--- src/rtl/ir_cap_pkg.sv ---
package ir_cap_pkg;

   typedef enum logic [1:0] {
      TRIG_FALL = 2'd0,
      TRIG_RISE = 2'd1,
      TRIG_ANY  = 2'd2,
      TRIG_NONE = 2'd3
   } trig_e;

   typedef enum logic {
      CAP_IDLE = 1'b0,
      CAP_RUN  = 1'b1
   } cap_state_e;

   // true when the transition prev -> cur matches the selected trigger
   function automatic logic edge_hit(input trig_e sel, input logic prev, input logic cur);
      logic rise, fall;
      rise = !prev && cur;
      fall = prev && !cur;
      case (sel)
         TRIG_FALL: edge_hit = fall;
         TRIG_RISE: edge_hit = rise;
         TRIG_ANY:  edge_hit = rise || fall;
         default:   edge_hit = 1'b0;
      endcase
   endfunction

endpackage

--- src/rtl/ir_sync_filter.sv ---
module ir_sync_filter #(
   parameter int   SYNC_STAGES = 2,
   parameter int   FCODE_W     = 3,
   parameter int   FILT_STEP   = 2,
   parameter logic IDLE_LVL    = 1'b1
) (
   input  logic               clk_i,
   input  logic               rst_ni,
   input  logic               raw_i,
   input  logic [FCODE_W-1:0] code_i,
   output logic               level_o
);
   localparam int MAX_LEN = (1 << FCODE_W) * FILT_STEP;
   localparam int STAB_W  = $clog2(MAX_LEN) + 1;

   logic              synced;
   logic [STAB_W-1:0] stab_q;
   logic [STAB_W-1:0] need;
   logic              lvl_q;

   generate
      if (SYNC_STAGES == 1) begin : g_sync_one
         logic s_q;
         always_ff @(posedge clk_i or negedge rst_ni) begin
            if (!rst_ni) s_q <= IDLE_LVL;
            else         s_q <= raw_i;
         end
         assign synced = s_q;
      end else begin : g_sync_chain
         logic [SYNC_STAGES-1:0] chain_q;
         always_ff @(posedge clk_i or negedge rst_ni) begin
            if (!rst_ni) chain_q <= {SYNC_STAGES{IDLE_LVL}};
            else         chain_q <= {chain_q[SYNC_STAGES-2:0], raw_i};
         end
         assign synced = chain_q[SYNC_STAGES-1];
      end
   endgenerate

   // required stable length minus one: (code+1)*step - 1
   assign need = STAB_W'((32'(code_i) + 32'd1) * 32'(FILT_STEP) - 32'd1);

   always_ff @(posedge clk_i or negedge rst_ni) begin
      if (!rst_ni) begin
         lvl_q  <= IDLE_LVL;
         stab_q <= '0;
      end else if (synced == lvl_q) begin
         stab_q <= '0;
      end else if (stab_q >= need) begin
         lvl_q  <= synced;
         stab_q <= '0;
      end else begin
         stab_q <= stab_q + 1'b1;
      end
   end

   assign level_o = lvl_q;

endmodule

--- src/rtl/ir_tick_gen.sv ---
module ir_tick_gen #(
   parameter int TICK_W = 16
) (
   input  logic              clk_i,
   input  logic              rst_ni,
   input  logic              run_i,
   input  logic [TICK_W-1:0] div_i,
   output logic              tick_o
);
   logic [TICK_W-1:0] cnt_q;

   assign tick_o = (cnt_q == div_i);

   always_ff @(posedge clk_i or negedge rst_ni) begin
      if (!rst_ni)                cnt_q <= '0;
      else if (!run_i || tick_o)  cnt_q <= '0;
      else                        cnt_q <= cnt_q + 1'b1;
   end

endmodule

--- src/rtl/ir_start_ctrl.sv ---
module ir_start_ctrl
   import ir_cap_pkg::*;
#(
   parameter logic IDLE_LVL = 1'b1
) (
   input  logic       clk_i,
   input  logic       rst_ni,
   input  logic       lvl_i,
   input  logic       mode_i,
   input  logic [1:0] trig_i,
   input  logic       sw_start_i,
   output logic       go_o
);
   logic lvl_q;

   always_ff @(posedge clk_i or negedge rst_ni) begin
      if (!rst_ni) lvl_q <= IDLE_LVL;
      else         lvl_q <= lvl_i;
   end

   assign go_o = mode_i ? edge_hit(trig_e'(trig_i), lvl_q, lvl_i) : sw_start_i;

endmodule

--- src/rtl/ir_run_counter.sv ---
module ir_run_counter
   import ir_cap_pkg::*;
#(
   parameter int CNT_W = 31
) (
   input  logic             clk_i,
   input  logic             rst_ni,
   input  logic             en_i,
   input  logic             go_i,
   input  logic             tick_i,
   input  logic             lvl_i,
   input  logic             thr_lvl_i,
   input  logic [CNT_W-1:0] thr_val_i,
   input  logic             ovf_clr_i,
   output logic             rec_valid_o,
   output logic             rec_lvl_o,
   output logic [CNT_W-1:0] rec_cnt_o,
   output logic             thr_o,
   output logic             ovf_o,
   output logic             run_o,
   output logic [CNT_W-1:0] cnt_o
);
   localparam logic [CNT_W-1:0] ONE = CNT_W'(1);

   cap_state_e       state_q;
   logic             run_lvl_q;
   logic [CNT_W-1:0] cnt_q;
   logic             ovf_set;

   assign ovf_set = (state_q == CAP_RUN) && en_i && tick_i &&
                    (lvl_i == run_lvl_q) && (&cnt_q);

   always_ff @(posedge clk_i or negedge rst_ni) begin
      if (!rst_ni) begin
         state_q     <= CAP_IDLE;
         run_lvl_q   <= 1'b0;
         cnt_q       <= '0;
         rec_valid_o <= 1'b0;
         rec_lvl_o   <= 1'b0;
         rec_cnt_o   <= '0;
         thr_o       <= 1'b0;
      end else begin
         rec_valid_o <= 1'b0;
         if (!en_i) thr_o <= 1'b0;
         case (state_q)
            CAP_IDLE: begin
               if (en_i && go_i) begin
                  state_q   <= CAP_RUN;
                  run_lvl_q <= lvl_i;
                  cnt_q     <= tick_i ? ONE : '0;
               end
            end
            CAP_RUN: begin
               if (!en_i) begin
                  // flush the open run
                  rec_valid_o <= 1'b1;
                  rec_lvl_o   <= run_lvl_q;
                  rec_cnt_o   <= cnt_q;
                  state_q     <= CAP_IDLE;
               end else begin
                  if (run_lvl_q == thr_lvl_i && cnt_q >= thr_val_i) thr_o <= 1'b1;
                  if (tick_i) begin
                     if (lvl_i != run_lvl_q) begin
                        rec_valid_o <= 1'b1;
                        rec_lvl_o   <= run_lvl_q;
                        rec_cnt_o   <= cnt_q;
                        run_lvl_q   <= lvl_i;
                        cnt_q       <= ONE;
                     end else if (!(&cnt_q)) begin
                        cnt_q <= cnt_q + 1'b1;
                     end
                  end
               end
            end
            default: state_q <= CAP_IDLE;
         endcase
      end
   end

   always_ff @(posedge clk_i or negedge rst_ni) begin
      if (!rst_ni)        ovf_o <= 1'b0;
      else if (ovf_clr_i) ovf_o <= 1'b0;
      else if (ovf_set)   ovf_o <= 1'b1;
   end

   assign run_o = (state_q == CAP_RUN);
   assign cnt_o = cnt_q;

endmodule

--- src/rtl/ir_capture_rx.sv ---
module ir_capture_rx #(
   parameter int   REC_W       = 32,
   parameter int   FCODE_W     = 3,
   parameter int   FILT_STEP   = 2,
   parameter int   SYNC_STAGES = 2,
   parameter int   TICK_W      = 16,
   parameter logic IDLE_LVL    = 1'b1
) (
   input  logic               clk_i,
   input  logic               rst_ni,
   input  logic               rx_en_i,
   input  logic               start_mode_i,
   input  logic [1:0]         trig_sel_i,
   input  logic               sw_start_i,
   input  logic [FCODE_W-1:0] filt_code_i,
   input  logic [TICK_W-1:0]  tick_div_i,
   input  logic               thr_level_i,
   input  logic [REC_W-2:0]   thr_value_i,
   input  logic               ovf_clr_i,
   input  logic               ir_i,
   output logic               rec_valid_o,
   output logic [REC_W-1:0]   rec_data_o,
   output logic               thr_irq_o,
   output logic               ovf_o
);
   localparam int CNT_W = REC_W - 1;

   generate
      if (REC_W < 8 || REC_W > 64) begin : g_bad_rec_w
         $error("ir_capture_rx: REC_W must lie in 8..64");
      end
      if (SYNC_STAGES < 1) begin : g_bad_sync
         $error("ir_capture_rx: SYNC_STAGES must be at least 1");
      end
      if (FILT_STEP < 1 || FCODE_W < 1) begin : g_bad_filt
         $error("ir_capture_rx: filter parameters must be positive");
      end
      if (TICK_W < 1) begin : g_bad_tick
         $error("ir_capture_rx: TICK_W must be positive");
      end
   endgenerate

   logic             lvl_w;
   logic             tick_w;
   logic             go_w;
   logic             run_w;
   logic [CNT_W-1:0] cnt_w;
   logic             rec_lvl_w;
   logic [CNT_W-1:0] rec_cnt_w;

   ir_sync_filter #(
      .SYNC_STAGES(SYNC_STAGES), .FCODE_W(FCODE_W),
      .FILT_STEP(FILT_STEP), .IDLE_LVL(IDLE_LVL)
   ) u_filt (
      .clk_i(clk_i), .rst_ni(rst_ni), .raw_i(ir_i),
      .code_i(filt_code_i), .level_o(lvl_w)
   );

   ir_tick_gen #(.TICK_W(TICK_W)) u_tick (
      .clk_i(clk_i), .rst_ni(rst_ni), .run_i(rx_en_i),
      .div_i(tick_div_i), .tick_o(tick_w)
   );

   ir_start_ctrl #(.IDLE_LVL(IDLE_LVL)) u_start (
      .clk_i(clk_i), .rst_ni(rst_ni), .lvl_i(lvl_w),
      .mode_i(start_mode_i), .trig_i(trig_sel_i),
      .sw_start_i(sw_start_i), .go_o(go_w)
   );

   ir_run_counter #(.CNT_W(CNT_W)) u_run (
      .clk_i(clk_i), .rst_ni(rst_ni), .en_i(rx_en_i), .go_i(go_w),
      .tick_i(tick_w), .lvl_i(lvl_w), .thr_lvl_i(thr_level_i),
      .thr_val_i(thr_value_i), .ovf_clr_i(ovf_clr_i),
      .rec_valid_o(rec_valid_o), .rec_lvl_o(rec_lvl_w), .rec_cnt_o(rec_cnt_w),
      .thr_o(thr_irq_o), .ovf_o(ovf_o), .run_o(run_w), .cnt_o(cnt_w)
   );

   assign rec_data_o = {rec_lvl_w, rec_cnt_w};

endmodule

--- config.mk ---
export PLATFORM = sky130hd
export DESIGN_NAME = ir_capture_rx
export DESIGN_NICKNAME = d
export VERILOG_FILES = /design/src/rtl/ir_cap_pkg.sv /design/src/rtl/ir_sync_filter.sv /design/src/rtl/ir_tick_gen.sv /design/src/rtl/ir_start_ctrl.sv /design/src/rtl/ir_run_counter.sv /design/src/rtl/ir_capture_rx.sv
export SDC_FILE = /design/constraint.sdc
export NUM_CORES = 1
export LEC_CHECK = 0
export CORE_ASPECT_RATIO = 0.7
export CORE_UTILIZATION = 45
export CTS_BUF_LIST = sky130_fd_sc_hd__clkbuf_16
export DETAILED_ROUTE_END_ITERATION = 12
export PLACE_DENSITY = 0.7
export REMOVE_ABC_BUFFERS = 1
export SLEW_MARGIN = 10
export SYNTH_ARGS = -nofsm -noshare
export SYNTH_HDL_FRONTEND = slang
export SYNTH_SLANG_ARGS = --single-unit
--- constraint.sdc ---
create_clock -name clk_i -period 6.5 [get_ports clk_i]
set_clock_uncertainty 0.05 [all_clocks]
set_input_delay 0.975 -clock clk_i [delete_from_list [all_inputs] [get_ports clk_i]]
set_output_delay 0.975 -clock clk_i [all_outputs]
set_load 0.02 [all_outputs]
==> results.yml, run 1 <==
status:
  outcome: "finished, final reports clean"
clocking:
  cts_hold_buf: 0
  post_cts_buffers: 0
  cts_tree: "yes"
  insertion_delay_ns: 0.34
  root_buffer: "clkbuf_16"
  cts_buffers: 9
  clock_path_buffers: 2
  cts.sinks: 93
  cts_resized: 0
  htreeDepth: 3
  cts.clk_slew.worst_paths_ns: 0.06
yosys:
  ys_warn_count: 0
  ys_ff_latch: 93
  ys_async_sr_fraction_pct: 100.0
  ys.flop_type: "dfrtp_1"
  postSynthAreaPerCell_um2: 9.881
  synth_cell_types: 47
  synthCells: 546
  synth_edf_count: 0
  yosysSeqAreaShare_pct: 43.23
  synth_area_um2: 5395
final_layout:
  layout_commonest_cell: "clkdlybuf4s50_1"
  layout_common_cells: "clkdlybuf4s50_1 (93), dfrtp_1 (89), inv_1 (45)"
  finalInstanceArea_um2: 6713
  regArea_um2: 2332
  area_growth_pct: 24.42
  antenna_cells: 0
  drive_above_1_share_pct: 9.516
  multi_input_area_um2: 2799
  fillers: 1011
  nets: 737
timing:
  hold_ws_ns: 0.3054
  setup_tns_ns: 0
  worst_pin_slew_ns: 1.050
  setup_ws_ns: 3.023
  fin_crit_sh_pct: 53.49
  relSlewSlack_pct: 29.33
  rsz0062_at_grt: "false"
  slew_viol_final: 0
  finalHoldViolCount: 0
  setup_viol: 0
  period_needed_ns: 3.477
  max_freq_mhz: 287.6
die:
  die_w_um: 132.9
  start_util_pct: 46.17
  chipHeight_um: 93.61
  core_um2: 11690
  die_area_um2: 12440
  num_rows: 33
  ioPinCount: 95
grt:
  overflow: 0
  antenna_found_initial: 0
  grt_pass1_vias: 4396
  grtUsageTotal_pct: 22.18
  grt_pass1_wl_um: 21730
  grt_max_degree: 56
worst_setup_path:
  start_kind: "input port"
  worstSetupPathType: "input port to register"
  cp.required_ns: 6.71
  cp_max_fo: 31
  arrival_ns: 3.69
  worstSetupEndpointType: "register"
power_and_ir_drop:
  power_density_nw_per_um2: 206.4
  pwr-share-clk_pct: 33.5
  power.total_mw: 1.386
  combPwrFrac_pct: 19.5
  switching_share_pct: 28.53
  switchingPower_uw: 395.3
  seq_power_share_pct: 46.9
  worst_ir_drop_vdd_mv: 0.1478
  p_leak_nw: 3.131
  internal_power_uw: 990.4
placed_design:
  numPortBuffers: 94
  hpwl_um: 9759
  dpl-instance-area_um2: 6454
  post-place-ws_ns: 2.730
  place_congestion: 0.8926
route:
  num_vias: 4488
  routed_via_density: 5.624
  routed_wl_um: 13140
  first_pass_iters: 5
  final_antenna_net_count: 0
  wl_per_cell_um: 16.46
  drtIter0Drc: 211
  drc_errors: 0
min_path:
  hold_class: "register to register"
job:
  cap_violations: 0
## flip-flops by register name, indices dropped and copies added (netlist names)
name	cells
u_run.cnt_o	31
u_run.rec_cnt_o	31
u_tick.cnt_q	16
u_filt.stab_q	5
u_filt.g_sync_chain.chain_q	2
u_filt.level_o	1
u_run.ovf_o	1
u_run.rec_lvl_o	1
u_run.rec_valid_o	1
u_run.run_lvl_q	1
u_run.run_o	1
u_run.thr_o	1
u_start.lvl_q	1
## routing by layer
layer  track usage (%)  wire [um]
met1             30.26       6127
met2             34.38       5956
met3             6.233        850
met4             6.226        203
met5                 0          0
## cell families (layout without fill, tap and decap cells)
kind of cell             after synthesis  in the layout  synth area share (%)
AO/OA/AOI/OAI                         93             93                 10.34
buffers and inverters                 62            157                 4.893
adder cells (fa/ha/maj)               41             41                 9.508
AND/OR/NAND/NOR                      179            179                 17.83
flip-flops                            93             93                 43.23
multiplexers                          33             33                 6.888
XOR/XNOR                              45             45                 7.305
## power by group through the flow
stage                     sequential, mW  combinational (mW)  clock [mW]
after floorplan                    0.660               0.147           0
after global placement             0.658               0.258           0
after detailed placement           0.660               0.269           0
after CTS                          0.650               0.272       0.477
after global routing               0.654               0.302       0.499
final                              0.650               0.271       0.464
## stage by stage
stage / utilization (%) / cells
floorplan: - / 528
global placement: 55.23 / 782
detailed placement: 55.23 / 782
CTS: 57.45 / 798
global route: 57.45 / 798
finish: 57.45 / 798
## area by class of cell
class,instances,share of cell area [%]
Inverter,44,2.460
Tap cell,157,2.926
Multi-Input combinational cell,391,41.70
Sequential cell,93,34.74
Clock inverter,7,0.5033
Clock buffer,9,3.355
Timing Repair Buffer,97,14.32
## path summary, 6_finish.rpt
path / end / slack (ns) / start / cells past startpoint
max in group asynchronous: u_run.rec_cnt_o[5] / 4.74 / rst_ni / 2
min reg2reg: u_filt.g_sync_chain.chain_q[1] / 0.31 / u_filt.g_sync_chain.chain_q[0] / 0
max: u_run.cnt_o[26] / 3.02 / trig_sel_i[1] / 7
max reg2reg: u_run.cnt_o[26] / 3.14 / u_filt.level_o / 8
min: u_filt.g_sync_chain.chain_q[1] / 0.31 / u_filt.g_sync_chain.chain_q[0] / 0
min in group asynchronous: u_filt.stab_q[2] / 0.55 / rst_ni / 1
## critical path, stage by stage
cell and delay (ns):
clkdlybuf4s50_1 0.44, nand2b_1 0.15, a21o_1 0.18, a41oi_2 0.54
nand3_2 0.58, or4_1 0.65, a21oi_1 0.15
## Yosys cell counts (2+ instances only)
cell	instances	share of area, %
ha_1	41	9.5
nand4_1	26	3.0
a21o_1	6	0.83
buf_6	2	0.42
buf_2	10	0.93
nand2b_1	3	0.35
inv_1	44	3.1
a211oi_1	3	0.42
dfstp_2	4	1.9
and4_1	6	0.97
xnor2_1	10	1.6
or4_1	4	0.56
nor2b_1	3	0.35
nor4_1	5	0.58
nand2_1	34	2.4
nor4_2	2	0.46
o21ai_1	3	0.28
and2_1	3	0.35
mux2_2	33	6.9
a21oi_1	30	2.8
nor3_1	5	0.46
clkbuf_1	5	0.35
a31oi_1	3	0.35
o41ai_1	2	0.32
and3_1	10	1.2
xor2_1	35	5.7
o21ai_0	29	2.7
o31ai_1	9	1.3
nor2_1	41	2.9
nand3_1	21	1.9
dfrtp_1	89	41
or3_1	10	1.2
Note: power is estimated with default switching activity, not from simulation.
==> inputs of run 2 (changes only) <==
==> constraint.sdc (replaced) <==
create_clock -name clk_i -period 3.2 [get_ports clk_i]
set_clock_uncertainty 0.05 [all_clocks]
set_input_delay 0.48 -clock clk_i [delete_from_list [all_inputs] [get_ports clk_i]]
set_output_delay 0.48 -clock clk_i [all_outputs]
set_load 0.02 [all_outputs]
==> run 2 against run 1 <==
Die area did not move. Power is 120% higher. Worst hold slack got worse by 0.18 ns. Largest power group unchanged. Critical path depth increased by 2. Register-to-register slack worse by 2.8 ns. Non-clock buffer count up 11. Via count shrank 0.38%. Largest cell class unchanged.
==> results.yml, run 2 (synthesized netlist as in run 1, its figures left out) <==
die:
  num_rows: 33
  die_area_um2: 12440
  ioPinCount: 95
  start_util_pct: 46.17
  die_w_um: 132.9
  chipHeight_um: 93.61
  core_um2: 11690
final_layout:
  nets: 748
  drive_above_1_share_pct: 11.04
  fillers: 980
  layout_commonest_cell: "clkdlybuf4s50_1"
  final_util_pct: 58.67
  layout_common_cells: "clkdlybuf4s50_1 (93), dfrtp_1 (89), inv_1 (45)"
  regArea_um2: 2332
  multi_input_area_um2: 2799
  antenna_cells: 0
  area_growth_pct: 27.06
route:
  drc_errors: 0
  num_vias: 4471
  first_pass_iters: 5
  drtIter0Drc: 240
  routed_via_density: 5.527
  final_antenna_net_count: 0
  wl_per_cell_um: 16.34
  routed_wl_um: 13220
power_and_ir_drop:
  switching_share_pct: 27.28
  combPwrFrac_pct: 18.7
  worst_ir_drop_vdd_mv: 0.3435
  pwr-share-clk_pct: 37.3
  power_density_nw_per_um2: 437.9
  internal_power_mw: 2.183
  seq_power_share_pct: 43.9
  switchingPower_uw: 818.8
  p_leak_nw: 3.213
timing:
  worst_pin_slew_ns: 0.5577
  rsz0062_at_grt: "false"
  setup_viol: 0
  relSlewSlack_pct: 62.31
  slew_viol_final: 0
  max_freq_mhz: 352.1
  finalHoldViolCount: 0
  setup_tns_ns: 0
  fin_crit_sh_pct: 88.75
  period_needed_ns: 2.840
  setup_ws_ns: 0.3599
worst_setup_path:
  cp-startpoint: "u_filt.level_o"
  arrival_ns: 3.05
  cp.required_ns: 3.41
  cp_max_fo: 20
  worstSetupEndpointType: "register"
  r2r-start: "u_filt.level_o"
  worstSetupPathType: "register to register"
  start_kind: "register"
  crit_end: "u_run.cnt_o[25]"
  rr_worst_depth: 9
  r2r_end: "u_run.cnt_o[25]"
  r2r_slack_ns: 0.36
clocking:
  cts_resized: 0
  clock_path_buffers: 2
  root_buffer: "clkbuf_16"
  htreeDepth: 3
  cts_hold_buf: 0
  cts_tree: "yes"
  cts.clk_slew.worst_paths_ns: 0.06
  insertion_delay_ns: 0.34
  post_cts_buffers: 0
  cts.sinks: 93
  cts_buffers: 9
grt:
  overflow: 0
  grt_pass1_wl_um: 22710
  antenna_found_initial: 0
  grt_max_degree: 94
  grt_pass1_vias: 4580
  grtUsageTotal_pct: 22.99
placed_design:
  post-place-ws_ns: 0.1711
  place_congestion: 0.8493
  hpwl_um: 9600
  numPortBuffers: 94
min_path:
  hold_class: "input port to async pin"
job:
  cap_violations: 0
status:
  outcome: "finished, final reports clean"
## run 2: layout make-up
cell class	instances	area share [%]
Sequential cell	93	34.02
Multi-Input combinational cell	391	40.83
Inverter	44	2.409
Tap cell	157	2.865
Clock inverter	7	1.186
Timing Repair Buffer	108	15.40
Clock buffer	9	3.285
## run 2: power groups by stage
stage	combinational (mW)	clock [mW]	sequential, mW
after floorplan	0.298	0	1.34
after global placement	0.541	0	1.34
after detailed placement	0.556	0	1.34
after CTS	0.563	1.14	1.32
after global routing	0.626	1.19	1.33
final	0.562	1.12	1.32
## run 2: routing by layer
layer  part of all wire [%]  track usage (%)  up-vias
met2                     44            35.95      138
met3                    5.0            4.824       16
met4                    1.3            4.789        0
met5                      0                0        -
li1                       -                -     2146
met1                     49            32.74     2171
## run 2: how the worst min path moves through the flow
stage	slack, ns	startpoint	endpoint	cells past startpoint
after floorplan	0.13	rst_ni	u_filt.stab_q[0]	0
after global placement	0.30	u_filt.g_sync_chain.chain_q[0]	u_filt.g_sync_chain.chain_q[1]	0
after detailed placement	0.30	u_filt.g_sync_chain.chain_q[0]	u_filt.g_sync_chain.chain_q[1]	0
after CTS	0.17	rst_ni	u_filt.stab_q[2]	2
after global routing	0.18	rst_ni	u_run.ovf_o	2
final	0.13	rst_ni	u_filt.stab_q[0]	2
## run 2: metrics by stage
stage	power, mW	instance area, um^2	std cells	hold WS [ns]
after floorplan	1.638	5296	528	0.1344
after global placement	1.878	6549	793	0.2974
after detailed placement	1.897	6549	793	0.3012
after CTS	3.020	6855	809	0.1654
after global routing	3.146	6855	809	0.1847
final	3.002	6855	809	0.1296
## run 2: critical path, cell delays in order (launching register included)
cell	delay, ns
dfstp_2	0.59
inv_1	0.08
ha_1	0.28
nand2b_1	0.14
a21o_1	0.16
a41oi_2	0.23
nand3_2	0.37
buf_4	0.32
or3_1	0.35
a21oi_1	0.17
==> inputs of run 3 (changes only) <==
--- a/config.mk
+++ b/config.mk
@@ -9,6 +9,7 @@
 export CORE_UTILIZATION = 45
 export CTS_BUF_LIST = sky130_fd_sc_hd__clkbuf_16
 export DETAILED_ROUTE_END_ITERATION = 12
+export GPL_TIMING_DRIVEN = 0
 export PLACE_DENSITY = 0.7
 export REMOVE_ABC_BUFFERS = 1
 export SLEW_MARGIN = 10
==> run 3 against run 2 <==
First-iteration DRC count grew 25%. Utilization fell by 0.52 points. Combinational power rose by 1%. Register-to-register slack worse by 0.18 ns. Clock power fell by 7%. Sequential power is essentially flat.
==> results.yml, run 3 (synthesized netlist as in run 1, its figures left out) <==
route:
  wl_met1_um: 6083
  first_pass_iters: 6
  drc_errors: 0
  dr_wl_met2_um: 5823
  routed_via_density: 5.585
  wl_met3_um: 780
  final_antenna_net_count: 0
  drtIter0Drc: 300
  wl_per_cell_um: 16.13
  highest_layer: "met4"
  num_vias: 4451
  routed_wl_um: 12860
timing:
  worst_pin_slew_ns: 1.026
  fin_crit_sh_pct: 94.29
  setup_viol: 0
  slew_viol_final: 0
  hold_ws_ns: 0.03027
  setup_tns_ns: 0
  finalHoldViolCount: 0
  relSlewSlack_pct: 30.94
  rsz0062_at_grt: "false"
  period_needed_ns: 3.017
  max_freq_mhz: 331.4
worst_setup_path:
  slowest_stage: "dfstp_2"
  start_kind: "register"
  worstPathCellList: "inv_1 -> ha_1 -> nand2b_1 -> a21o_1 -> a41oi_4 -> nand3_4 -> or4_1 -> a21oi_1"
  cpPeakStageDelay_ns: 0.60
  cp_max_fo: 31
  crit_buf_inv: 1
  arrival_ns: 3.23
  critical_path.top_delay_family: "simple AND/OR/NAND/NOR gates"
  worstSetupEndpointType: "register"
  cp.required_ns: 3.41
  worstSetupPathType: "register to register"
status:
  outcome: "finished, final reports clean"
die:
  die_w_um: 132.9
  num_rows: 33
  die_area_um2: 12440
  core_um2: 11690
  ioPinCount: 95
  start_util_pct: 46.17
  chipHeight_um: 93.61
power_and_ir_drop:
  power.total_mw: 2.927
  p_leak_nw: 3.154
  worst_ir_drop_vdd_mv: 0.2542
  power_density_nw_per_um2: 430.8
clocking:
  cts.sinks: 93
  clock_path_buffers: 2
  htreeDepth: 3
  root_buffer: "clkbuf_16"
  cts_hold_buf: 0
  cts_tree: "yes"
  cts_buffers: 9
  cts.clk_slew.worst_paths_ns: 0.06
  insertion_delay_ns: 0.34
grt:
  overflow: 0
  antenna_found_initial: 0
  grtUsageTotal_pct: 21.75
  grt_pass1_vias: 4348
  grt_pass1_wl_um: 21310
  grt_max_degree: 62
final_layout:
  nets: 737
  layout_commonest_cell: "clkdlybuf4s50_1"
  fillers: 1009
  drive_above_1_share_pct: 9.688
  antenna_cells: 0
  area_growth_pct: 25.93
  layout_common_cells: "clkdlybuf4s50_1 (93), dfrtp_1 (89), inv_1 (46)"
placed_design:
  place_congestion: 0.8380
  numPortBuffers: 94
  hpwl_um: 9366
min_path:
  hold_class: "input port to async pin"
job:
  cap_violations: 0
## run 3: changes by cell type in the layout (fill, tap and decap cells not counted), sizes merged
cell | previous run | this run
bufinv | 2 | 1
clkinvlp | 0 | 1
buf | 15 | 4
inv | 45 | 46
clkinv | 4 | 2
## run 3: final timing paths
path | from | endpoint | slack, ns | cells past startpoint
worst max-delay path | u_filt.level_o | u_run.cnt_o[26] | 0.18 | 8
worst min-delay path | rst_ni | u_filt.stab_q[2] | 0.03 | 1
worst max register to register | u_filt.level_o | u_run.cnt_o[26] | 0.18 | 8
worst min register to register | u_filt.g_sync_chain.chain_q[0] | u_filt.g_sync_chain.chain_q[1] | 0.31 | 0
max in group asynchronous | rst_ni | u_filt.g_sync_chain.chain_q[1] | 2.40 | 2
min in group clk_i | u_filt.g_sync_chain.chain_q[0] | u_filt.g_sync_chain.chain_q[1] | 0.31 | 0
## run 3: per-layer routing
| layer | vias up | track usage [%] |
|---|---|---|
| met5 | - | 0 |
| met4 | 0 | 5.556 |
| met3 | 21 | 4.878 |
| met2 | 149 | 34.47 |
| met1 | 2156 | 30.08 |
| li1 | 2125 | - |
## run 3: cell type report
class	count	area, um^2	area share, %
sequential	93	2332	34.33
clock buffer	9	225.2	3.315
timing repair buffer	97	980.9	14.44
tap	157	196.4	2.891
clock inverter	6	57.56	0.8471
inverter	44	165.2	2.431
multi-input combinational	391	2836	41.75
## run 3: report_power, final
group	total, mW	switching (mW)	internal [mW]
Sequential	1.32	0.0723	1.25
Clock	1.04	0.442	0.594
Combinational	0.570	0.311	0.259
Total	2.93	0.826	2.10
## run 3: worst reg2reg max path: stages, from the launching register on
cell	delay, ns
dfstp_2	0.60
inv_1	0.09
ha_1	0.28
nand2b_1	0.15
a21o_1	0.18
a41oi_4	0.50
nand3_4	0.34
or4_1	0.57
a21oi_1	0.17
## run 3: timing repair
action	CTS	global route
gates cloned	0	0
pin swaps	0	2
gates resized for setup	4	1
setup endpoints to repair	19	19
setup buffers	0	2
## run 3: metrics by stage
stage	setup WS (ns)	cell area, um^2	utilization (%)	cells
floorplan	0.4009	5296	-	528
global placement	-1.894	6434	55.06	779
detailed placement	-0.5860	6461	55.30	780
CTS	0.1559	6770	57.94	795
global route	0.02078	6794	58.14	797
finish	0.1826	6794	58.14	797
